## config.mk

```make
export PLATFORM = sky130hd
export DESIGN_NAME = bus_ecc_guard
export DESIGN_NICKNAME = d
export VERILOG_FILES = /design/src/rtl/bus_ecc_pkg.sv /design/src/rtl/ecc_encoder.sv /design/src/rtl/ecc_corrector.sv /design/src/rtl/ecc_event_log.sv /design/src/rtl/bus_ecc_guard.sv
export SDC_FILE = /design/constraint.sdc
export NUM_CORES = 1
export LEC_CHECK = 0
export BUFFER_PORTS_ARGS = -buffer_cell sky130_fd_sc_hd__buf_2
export CAP_MARGIN = 15
export CORE_MARGIN = 10
export CORE_UTILIZATION = 45
export CTS_CLUSTER_SIZE = 16
export DETAILED_ROUTE_END_ITERATION = 6
export PLACE_DENSITY = 0.9
export SLEW_MARGIN = 20
export SYNTH_ARGS = -nofsm -noshare
export SYNTH_HDL_FRONTEND = slang
export SYNTH_SLANG_ARGS = --single-unit
```

## constraint.sdc

```tcl
create_clock -name clk -period 5.69 [get_ports clk]
set_clock_uncertainty 0.05 [all_clocks]
set_input_delay 0.8535 -clock clk [delete_from_list [all_inputs] [get_ports clk]]
set_output_delay 0.8535 -clock clk [all_outputs]
set_load 0.005 [all_outputs]
```

## src/rtl/bus_ecc_pkg.sv

```systemverilog
package bus_ecc_pkg;

    localparam int DATA_W   = 32;
    localparam int HAM_W    = 6;
    localparam int CODE_W   = DATA_W + HAM_W + 1;
    localparam int LAST_POS = DATA_W + HAM_W;
    localparam int REG_W    = 32;

    typedef enum logic [0:0] {
        ST_IDLE    = 1'b0,
        ST_RD_WAIT = 1'b1
    } guard_state_e;

    typedef enum logic [1:0] {
        RG_THRESH   = 2'd0,
        RG_COUNT    = 2'd1,
        RG_STATUS   = 2'd2,
        RG_DBE_ADDR = 2'd3
    } reg_sel_e;

    // True for zero and for powers of two (check-bit slots of the layout).
    function automatic logic is_pow2(input int p);
        return (p & (p - 1)) == 0;
    endfunction

    // Hamming position (1..LAST_POS) of data bit i; data fills the non-power slots.
    function automatic logic [HAM_W-1:0] pos_of(input int i);
        int cnt;
        logic [HAM_W-1:0] r;
        cnt = 0;
        r   = '0;
        for (int p = 1; p <= LAST_POS; p++) begin
            if (!is_pow2(p)) begin
                if (cnt == i) r = p[HAM_W-1:0];
                cnt++;
            end
        end
        return r;
    endfunction

    // Check bits: XOR of the positions of all set data bits.
    function automatic logic [HAM_W-1:0] ham_bits(input logic [DATA_W-1:0] d);
        logic [HAM_W-1:0] acc;
        acc = '0;
        for (int i = 0; i < DATA_W; i++) begin
            if (d[i]) acc = acc ^ pos_of(i);
        end
        return acc;
    endfunction

endpackage

```

## src/rtl/ecc_encoder.sv

```systemverilog
module ecc_encoder
    import bus_ecc_pkg::*;
(
    input  logic [DATA_W-1:0] data_i,
    output logic [CODE_W-1:0] code_o
);

    logic [HAM_W-1:0] ham;
    logic             total;

    always_comb begin
        ham    = ham_bits(data_i);
        total  = ^{ham, data_i};
        code_o = {total, ham, data_i};
    end

endmodule

```

## src/rtl/ecc_corrector.sv

```systemverilog
module ecc_corrector
    import bus_ecc_pkg::*;
(
    input  logic [CODE_W-1:0] code_i,
    output logic [DATA_W-1:0] data_o,
    output logic              sbe_o,
    output logic              dbe_o
);

    logic [DATA_W-1:0] rx_data;
    logic [HAM_W-1:0]  rx_ham;
    logic [HAM_W-1:0]  syn;
    logic              odd;
    logic              hit;
    logic              side_bit;

    always_comb begin
        rx_data  = code_i[DATA_W-1:0];
        rx_ham   = code_i[DATA_W +: HAM_W];
        syn      = ham_bits(rx_data) ^ rx_ham;
        odd      = ^code_i;
        side_bit = is_pow2(int'(syn));
        hit      = 1'b0;
        data_o   = rx_data;
        for (int i = 0; i < DATA_W; i++) begin
            if (odd && (syn == pos_of(i))) begin
                data_o[i] = ~rx_data[i];
                hit       = 1'b1;
            end
        end
        sbe_o = odd && (hit || side_bit);
        dbe_o = (!odd && (syn != '0)) || (odd && !hit && !side_bit);
    end

endmodule

```

## src/rtl/ecc_event_log.sv

```systemverilog
module ecc_event_log
    import bus_ecc_pkg::*;
#(
    parameter int ADDR_W = 10,
    parameter int CNT_W  = 8
) (
    input  logic              clk,
    input  logic              rst_n,
    input  logic              evt_sbe,
    input  logic              evt_dbe,
    input  logic              evt_aerr,
    input  logic [ADDR_W-1:0] evt_addr,
    input  logic              cfg_we,
    input  reg_sel_e          cfg_sel,
    input  logic [REG_W-1:0]  cfg_wdata,
    output logic [REG_W-1:0]  cfg_rdata,
    output logic              alert_o,
    output logic [CNT_W-1:0]  count_o
);

    localparam logic [CNT_W-1:0] CNT_MAX = '1;

    logic [CNT_W-1:0]  thr_q;
    logic [CNT_W-1:0]  cnt_q;
    logic              dbe_seen_q;
    logic              aerr_seen_q;
    logic [ADDR_W-1:0] dbe_addr_q;
    logic              wr_thr, wr_cnt, wr_sts;

    assign wr_thr = cfg_we && (cfg_sel == RG_THRESH);
    assign wr_cnt = cfg_we && (cfg_sel == RG_COUNT);
    assign wr_sts = cfg_we && (cfg_sel == RG_STATUS);

    always_ff @(posedge clk or negedge rst_n) begin
        if (!rst_n) begin
            thr_q <= '0;
        end else if (wr_thr) begin
            thr_q <= cfg_wdata[CNT_W-1:0];
        end
    end

    always_ff @(posedge clk or negedge rst_n) begin
        if (!rst_n) begin
            cnt_q <= '0;
        end else if (wr_cnt) begin
            cnt_q <= '0;
        end else if (evt_sbe && (cnt_q != CNT_MAX)) begin
            cnt_q <= cnt_q + CNT_W'(1);
        end
    end

    always_ff @(posedge clk or negedge rst_n) begin
        if (!rst_n) begin
            dbe_seen_q  <= 1'b0;
            aerr_seen_q <= 1'b0;
            dbe_addr_q  <= '0;
        end else begin
            if (evt_dbe) begin
                dbe_seen_q <= 1'b1;
                dbe_addr_q <= evt_addr;
            end else if (wr_sts && cfg_wdata[1]) begin
                dbe_seen_q <= 1'b0;
            end
            if (evt_aerr) begin
                aerr_seen_q <= 1'b1;
            end else if (wr_sts && cfg_wdata[2]) begin
                aerr_seen_q <= 1'b0;
            end
        end
    end

    assign alert_o = (thr_q != '0) && (cnt_q >= thr_q);
    assign count_o = cnt_q;

    always_comb begin
        unique case (cfg_sel)
            RG_THRESH:   cfg_rdata = REG_W'(thr_q);
            RG_COUNT:    cfg_rdata = REG_W'(cnt_q);
            RG_STATUS:   cfg_rdata = REG_W'({aerr_seen_q, dbe_seen_q, alert_o});
            RG_DBE_ADDR: cfg_rdata = REG_W'(dbe_addr_q);
            default:     cfg_rdata = '0;
        endcase
    end

endmodule

```

## src/rtl/bus_ecc_guard.sv

```systemverilog
module bus_ecc_guard
    import bus_ecc_pkg::*;
#(
    parameter int ADDR_W = 10,
    parameter int CNT_W  = 8
) (
    input  logic              clk,
    input  logic              rst_n,
    input  logic              req_valid,
    output logic              req_ready,
    input  logic              req_write,
    input  logic [ADDR_W-1:0] req_addr,
    input  logic [31:0]       req_wdata,
    output logic              rsp_valid,
    output logic [31:0]       rsp_rdata,
    output logic              rsp_sbe,
    output logic              rsp_dbe,
    output logic              rsp_aerr,
    output logic              mem_valid,
    output logic              mem_write,
    output logic [ADDR_W-1:0] mem_addr,
    output logic [38:0]       mem_wcode,
    output logic              mem_wtag,
    input  logic              mem_rvalid,
    input  logic [38:0]       mem_rcode,
    input  logic              mem_rtag,
    input  logic              cfg_we,
    input  logic [1:0]        cfg_sel,
    input  logic [31:0]       cfg_wdata,
    output logic [31:0]       cfg_rdata,
    output logic              err_alert
);

    guard_state_e      state_q, state_d;
    logic [ADDR_W-1:0] rd_addr_q;
    logic [DATA_W-1:0] fix_data;
    logic              fix_sbe, fix_dbe;
    logic              tag_expect;
    logic [CNT_W-1:0]  sbe_count;

    // State register
    always_ff @(posedge clk or negedge rst_n) begin
        if (!rst_n) state_q <= ST_IDLE;
        else        state_q <= state_d;
    end

    // Transitions: issue_read, post_write, take_response
    always_comb begin
        state_d = state_q;
        unique case (state_q)
            ST_IDLE:    if (req_valid && !req_write) state_d = ST_RD_WAIT;
            ST_RD_WAIT: if (mem_rvalid)              state_d = ST_IDLE;
            default:    state_d = ST_IDLE;
        endcase
    end

    // Outputs of the controller
    always_comb begin
        req_ready = 1'b0;
        mem_valid = 1'b0;
        rsp_valid = 1'b0;
        unique case (state_q)
            ST_IDLE: begin
                req_ready = 1'b1;
                mem_valid = req_valid;
            end
            ST_RD_WAIT: begin
                rsp_valid = mem_rvalid;
            end
            default: ;
        endcase
    end

    always_ff @(posedge clk or negedge rst_n) begin
        if (!rst_n)                                             rd_addr_q <= '0;
        else if (state_q == ST_IDLE && req_valid && !req_write) rd_addr_q <= req_addr;
    end

    assign mem_write = req_write;
    assign mem_addr  = req_addr;
    assign mem_wtag  = ^{req_addr, req_write};

    ecc_encoder u_enc (
        .data_i (req_wdata),
        .code_o (mem_wcode)
    );

    ecc_corrector u_fix (
        .code_i (mem_rcode),
        .data_o (fix_data),
        .sbe_o  (fix_sbe),
        .dbe_o  (fix_dbe)
    );

    assign tag_expect = ^{rd_addr_q, 1'b1};
    assign rsp_rdata  = fix_data;
    assign rsp_sbe    = rsp_valid && fix_sbe;
    assign rsp_dbe    = rsp_valid && fix_dbe;
    assign rsp_aerr   = rsp_valid && (mem_rtag != tag_expect);

    ecc_event_log #(
        .ADDR_W (ADDR_W),
        .CNT_W  (CNT_W)
    ) u_log (
        .clk       (clk),
        .rst_n     (rst_n),
        .evt_sbe   (rsp_sbe),
        .evt_dbe   (rsp_dbe),
        .evt_aerr  (rsp_aerr),
        .evt_addr  (rd_addr_q),
        .cfg_we    (cfg_we),
        .cfg_sel   (reg_sel_e'(cfg_sel)),
        .cfg_wdata (cfg_wdata),
        .cfg_rdata (cfg_rdata),
        .alert_o   (err_alert),
        .count_o   (sbe_count)
    );

endmodule

```

Yosys cells after proc, flatten, opt, wreduce, memory -nomap -nowiden:

Index checks and enable logic that the tools add are counted.

* add/subtract/negate cells: 1922
* $lt $le $gt $ge: 1
* eq/ne operators: 1959
* multiplexer cells: 4171
* bitwise operators: 97
* reduce and logical (&&, ||, !) cells: 128

Operators with widths (count)
* two-way mux 32 bit: 1984
* adder 32 x 2 -> 32 bit, second input constant: 1920
* == test 32 x 6 -> 1 bit, second input constant: 992
* == test 32 x 5 -> 1 bit, second input constant: 496
* == test 32 x 4 -> 1 bit, second input constant: 248
* two-way mux 6 bit: 1050
* == test 32 x 3 -> 1 bit, second input constant: 124
* two-way mux 5 bit: 600
* zero test 32 bit: 63
* == test 32 x 2 -> 1 bit, second input constant: 62
* two-way mux 4 bit: 301
* two-way mux 3 bit: 159
* bitwise XOR 6 bit: 63
* one-hot mux 32 bit (4 select lines): 1
* == test 6 x 5 -> 1 bit, second input constant: 15
* two-way mux 1 bit: 73
* logical AND 1 bit: 49
* == test 6 x 4 -> 1 bit, second input constant: 7
* parity 39 bit: 1
* parity 38 bit: 1
* == test 6 bit, second input constant: 6
* inverter 1 bit: 33
* bitwise AND 7 x 32 -> 32 bit: 1
* parity 11 bit: 2
* 17 further kinds: 27

* register bits: 39
* bits of input ports: 122
* output and inout port bits: 122
* word-level logic and storage cells: 8285

Longest topological paths before layout:

* depth in word-level cells: 167
* depth in mapped cells: 14
* gate-level depth less buffers: 13

Hierarchy:

Synthesis repeated with hierarchy kept, for this count alone.

* cells, all modules: 499
* area total of the unflattened synthesis: 4754.6 sq um

Modules (own cells, without submodules)
* ecc_event_log: times used 1, cells an instance 170, area each 1706.6 sq um, sequential area each 700.7 sq um
* ecc_corrector: times used 1, cells an instance 177, area each 1482.7 sq um, sequential area each 0.0 sq um
* ecc_encoder: times used 1, cells an instance 92, area each 850.8 sq um, sequential area each 0.0 sq um
* bus_ecc_guard: times used 1, cells an instance 60, area each 714.4 sq um, sequential area each 275.3 sq um

Least setup slack after synthesis:

Ideal clock, no wire load.

* path type: input to output
* start: input mem_rcode[8]
* end: output rsp_dbe
* data arrival time: 3.829 ns
* data required time: 4.787 ns
* setup slack: 0.957 ns
* stages: 12
* buffers on the path: 2
* path through: buf_2 -> xnor2_1 -> xnor3_2 -> xnor3_2 -> xnor2_4 -> or3_1 -> a21oi_2 -> or2_4 -> a2111oi_4 -> nand2_2 -> a221oi_4 -> buf_8

* word-level cells in the longest chain between the ends: 87
* elaborated cells on any way between the ends: 157
* those cells by class: add/sub: 1; eq/ne: 32; mux: 56; bitwise: 25; reduce/logical: 43

RTL lines
* start: declaration: RTL line bus_ecc_guard.sv:25 `input logic [38:0] mem_rcode,`
* two-way mux 6 bit
* bitwise XOR 6 bit
* two-way mux 6 bit
* bitwise XOR 6 bit
* two-way mux 6 bit
* bitwise XOR 6 bit
* two-way mux 6 bit
* bitwise XOR 6 bit
* [... 39 more ...]
* bitwise XOR 6 bit
* == test 6 x 2 -> 1 bit
* logical AND 1 bit
* two-way mux 1 bit (32 in series)
* zero test 1 bit
* logical AND 1 bit (2 in series)
* logical OR 1 bit (*)
* logical AND 1 bit (*)
* end: declaration: RTL line bus_ecc_guard.sv:17 `output logic rsp_dbe,`

Mark *: on every way between the ends. The rest lies on a longest branch, timed or not.

Final worst setup path:

* start: input mem_rcode[6]
* end: output rsp_dbe

* word-level cells in the longest chain between the ends: 91
* elaborated cells on any way between the ends: 161
* those cells by class: add/sub: 1; eq/ne: 32; mux: 58; bitwise: 27; reduce/logical: 43

RTL lines
* two-way mux 6 bit
* bitwise XOR 6 bit
* two-way mux 6 bit
* bitwise XOR 6 bit
* two-way mux 6 bit
* bitwise XOR 6 bit
* two-way mux 6 bit
* bitwise XOR 6 bit
* [... 43 more ...]
* bitwise XOR 6 bit
* == test 6 x 2 -> 1 bit
* logical AND 1 bit
* two-way mux 1 bit (32 in series)
* zero test 1 bit
* logical AND 1 bit (2 in series)
* logical OR 1 bit (*)
* logical AND 1 bit (*)

Marked as above.

==> qor.yml <==
clocking:
  post_cts_buffers: 0
  clkLatencyLatePin_ns: 0.30
  cts_sinks: 39
  cts_resized: 0
  clkTransAtPathRegs_ns: 0.07
  cts_root_buf: "clkbuf_8"
  cts_buffer_depth: 2
  cts_tree: "done"
  htree_levels: 2
  numCtsBuffers: 5
  holdBufCountCts: 0
layout:
  mostFrequentLayoutCells: "197 x buf_2, 149 x xnor2_1, 39 x dfrtp_1, 34 x nand2_1, 34 x nand3_1"
  stdcell_area_mm2: 0.00579
  nets: 821
  drive_gt1_share_pct: 36.9
  fill_cells: 1009
  syn_to_final_growth_pct: 17.7
  final_common_cell: "buf_2"
  antennaDiodeCount: 0
place:
  io_buffers: 197
  placed_area_mm2: 0.00566
  gp_congestion: 0.910
  post-dp-hpwl_um: 12200
die:
  io-pin-count: 244
  row_count: 38
  start_util_pct: 45.6
  core_area_mm2: 0.0108
  die_area_mm2: 0.0155
  die_x_um: 125
  die_h_um: 125
setup_path:
  start_kind: "input pin"
  critical_path_class: "in2out"
  critPathArrivalTime_ns: 4.24
  end_kind: "output port"
  cp.required_ns: 4.79
  critPathMaxFanout: 9
sta:
  fin_tns_setup_ns: 0
  period_needed_ns: 5.15
  rsz0062_at_grt: "false"
  max_slew_margin_pct: 43.5
  tightest_slew_ns: 0.846
  fin_crit_sh_pct: 90.4
  final_hold_viol_count: 0
  slew_violations: 0
  max_freq_mhz: 194
  setup_viol: 0
power_and_ir_drop:
  power_uw: 2300
  p_per_area_mw_per_mm2: 396
  leakagePower_uw: 0.00268
  irDropWorstVdd_uv: 214
global_route:
  grt_start_max_net_pins: 40
  met3_usage_pct: 5.53
  grtUsageMet1_pct: 19.6
  grt_busiest_layer: "met2"
  gr-total-overflow: 0
  grt_use_total_pct: 17.7
  first_global_vias: 4526
  use_met2_pct: 31.3
  antenna_found_initial: 0
  grt_pass1_wl_um: 23200
synth:
  syn_inst: 538
  syn_area_mm2: 0.00492
  synthTopCellsByArea: "xnor2_1 27%, dfrtp_1 20%, buf_4 10%"
  ys_types: 53
  netlist.area_leader.share_pct: 26.5
  ys_seq_elements: 39
  synth_warnings: 0
  synth_top_area_cell: "xnor2_1"
  postSynthAreaPerCell_um2: 9.15
  ys_seq_area_share_pct: 19.8
run_status:
  status: "finished, final reports clean"
detailed_routing:
  drtAntennaViolNets: 0
  via_per_inst: 5.00
  drt-initial-drc-count: 217
  drt_wl_total_um: 14400
  firstDrtPassIters: 4
  wl_per_cell_um: 17.4
  vias: 4159
  drc_errors: 0
job:
  max_cap_viol_count: 0
min_path:
  hp-class: "reg2reg"
-- per-layer routing --
layer | up-vias | wire [um]
li1 | 1994 | -
met1 | 1955 | 5610
met2 | 187 | 7310
met3 | 23 | 1250
met4 | 0 | 283
met5 | - | 0
-- state kept, by name, summed over array words and instances (netlist names) --
register and cells:
u_log.aerr_seen_q 1, u_log.thr_q 8, state_q 1, u_log.count_o 8, u_log.dbe_addr_q 10, rd_addr_q 10
u_log.dbe_seen_q 1
-- final timing paths --
path / to / slack (ns) / from / cells after the start
worst max register to register: u_log.count_o[7] / 3.43 / u_log.count_o[0] / 8
worst max-delay path: rsp_dbe / 0.54 / mem_rcode[6] / 12
worst min-delay path: u_log.dbe_seen_q / 0.44 / u_log.dbe_seen_q / 1
max in group asynchronous: u_log.dbe_addr_q[3] / 4.45 / rst_n / 1
min in group asynchronous: u_log.thr_q[7] / 0.60 / rst_n / 1
worst min register to register: u_log.dbe_seen_q / 0.44 / u_log.dbe_seen_q / 1
-- power by group --
part / switching (uW) / total [uW] / leakage, uW / internal, uW
Sequential: 65.2 / 418 / 0.000481 / 353
Clock: 96.6 / 272 / 0.0000654 / 175
Combinational: 872 / 1610 / 0.00214 / 733
-- cell usage after synthesis (all sizes together) --
library cell and number:
conb 1, nand2 35, or2 3, a21oi 11
nand3 34, clkbuf 9, o21bai 1, nand2b 4
a31oi 2, a31o 1, o21ai 17, a221oi 1
mux2i 13, mux4 3, nand4b 2, xor2 31
buf 73, o22ai 1, or3 3, nor2b 6
and3 7, dfrtp 39, nor3b 2, a211oi 2
nand4 2, ha 9, mux2 23, nor3 1
a21o 6, inv 13, xnor2 152, o31ai 1
nor2 12, xnor3 6, and2 4, o211a 1
nor4 3, a2111oi 2, a32o 2
-- cell families (layout without fill, tap and decap cells) --
group,Yosys count,count (layout),share of synthesized area [%]
buffers and inverters,95,227,12.6
XOR/XNOR,189,189,36.4
other,1,22,0.0762
adder cells (fa/ha/maj),9,9,2.29
multiplexers,39,39,9.89
AO/OA/AOI/OAI,48,48,6.89
flip-flops,39,39,19.8
AND/OR/NAND/NOR,118,118,12.1
-- layout make-up --
class                           instances  area [um^2]  share of cell area [%]
Inverter                               13         48.8                   0.843
Tap cell                              140          175                    3.03
Timing Repair Buffer                  206         1050                    18.2
Clock buffer                            6         72.6                    1.25
Multi-Input combinational cell        425         3400                    58.8
Clock inverter                          2         60.1                    1.04
Sequential cell                        39          976                    16.9
-- critical path, stage by stage --
cell and delay (ns):
buf_2 0.13, xnor2_1 0.28, xnor3_2 0.51, xnor3_2 0.43, xnor2_4 0.27, or3_1 0.17, a21oi_2 0.12, or2_4 0.28
a2111oi_4 0.46, nand2_2 0.18, a221oi_4 0.38, buf_2 0.18
-- through the flow --
stage	utilization, %	hold WS, ns	setup slack (ns)	std cells
after floorplan	-	0.395	0.957	559
after detailed placement	52.4	0.416	0.611	823
after CTS	53.7	0.435	0.582	831
after global placement	52.4	0.406	0.652	823
final	53.7	0.438	0.544	831
after global routing	53.7	0.461	0.314	831
(Power assumes the default switching activity.)
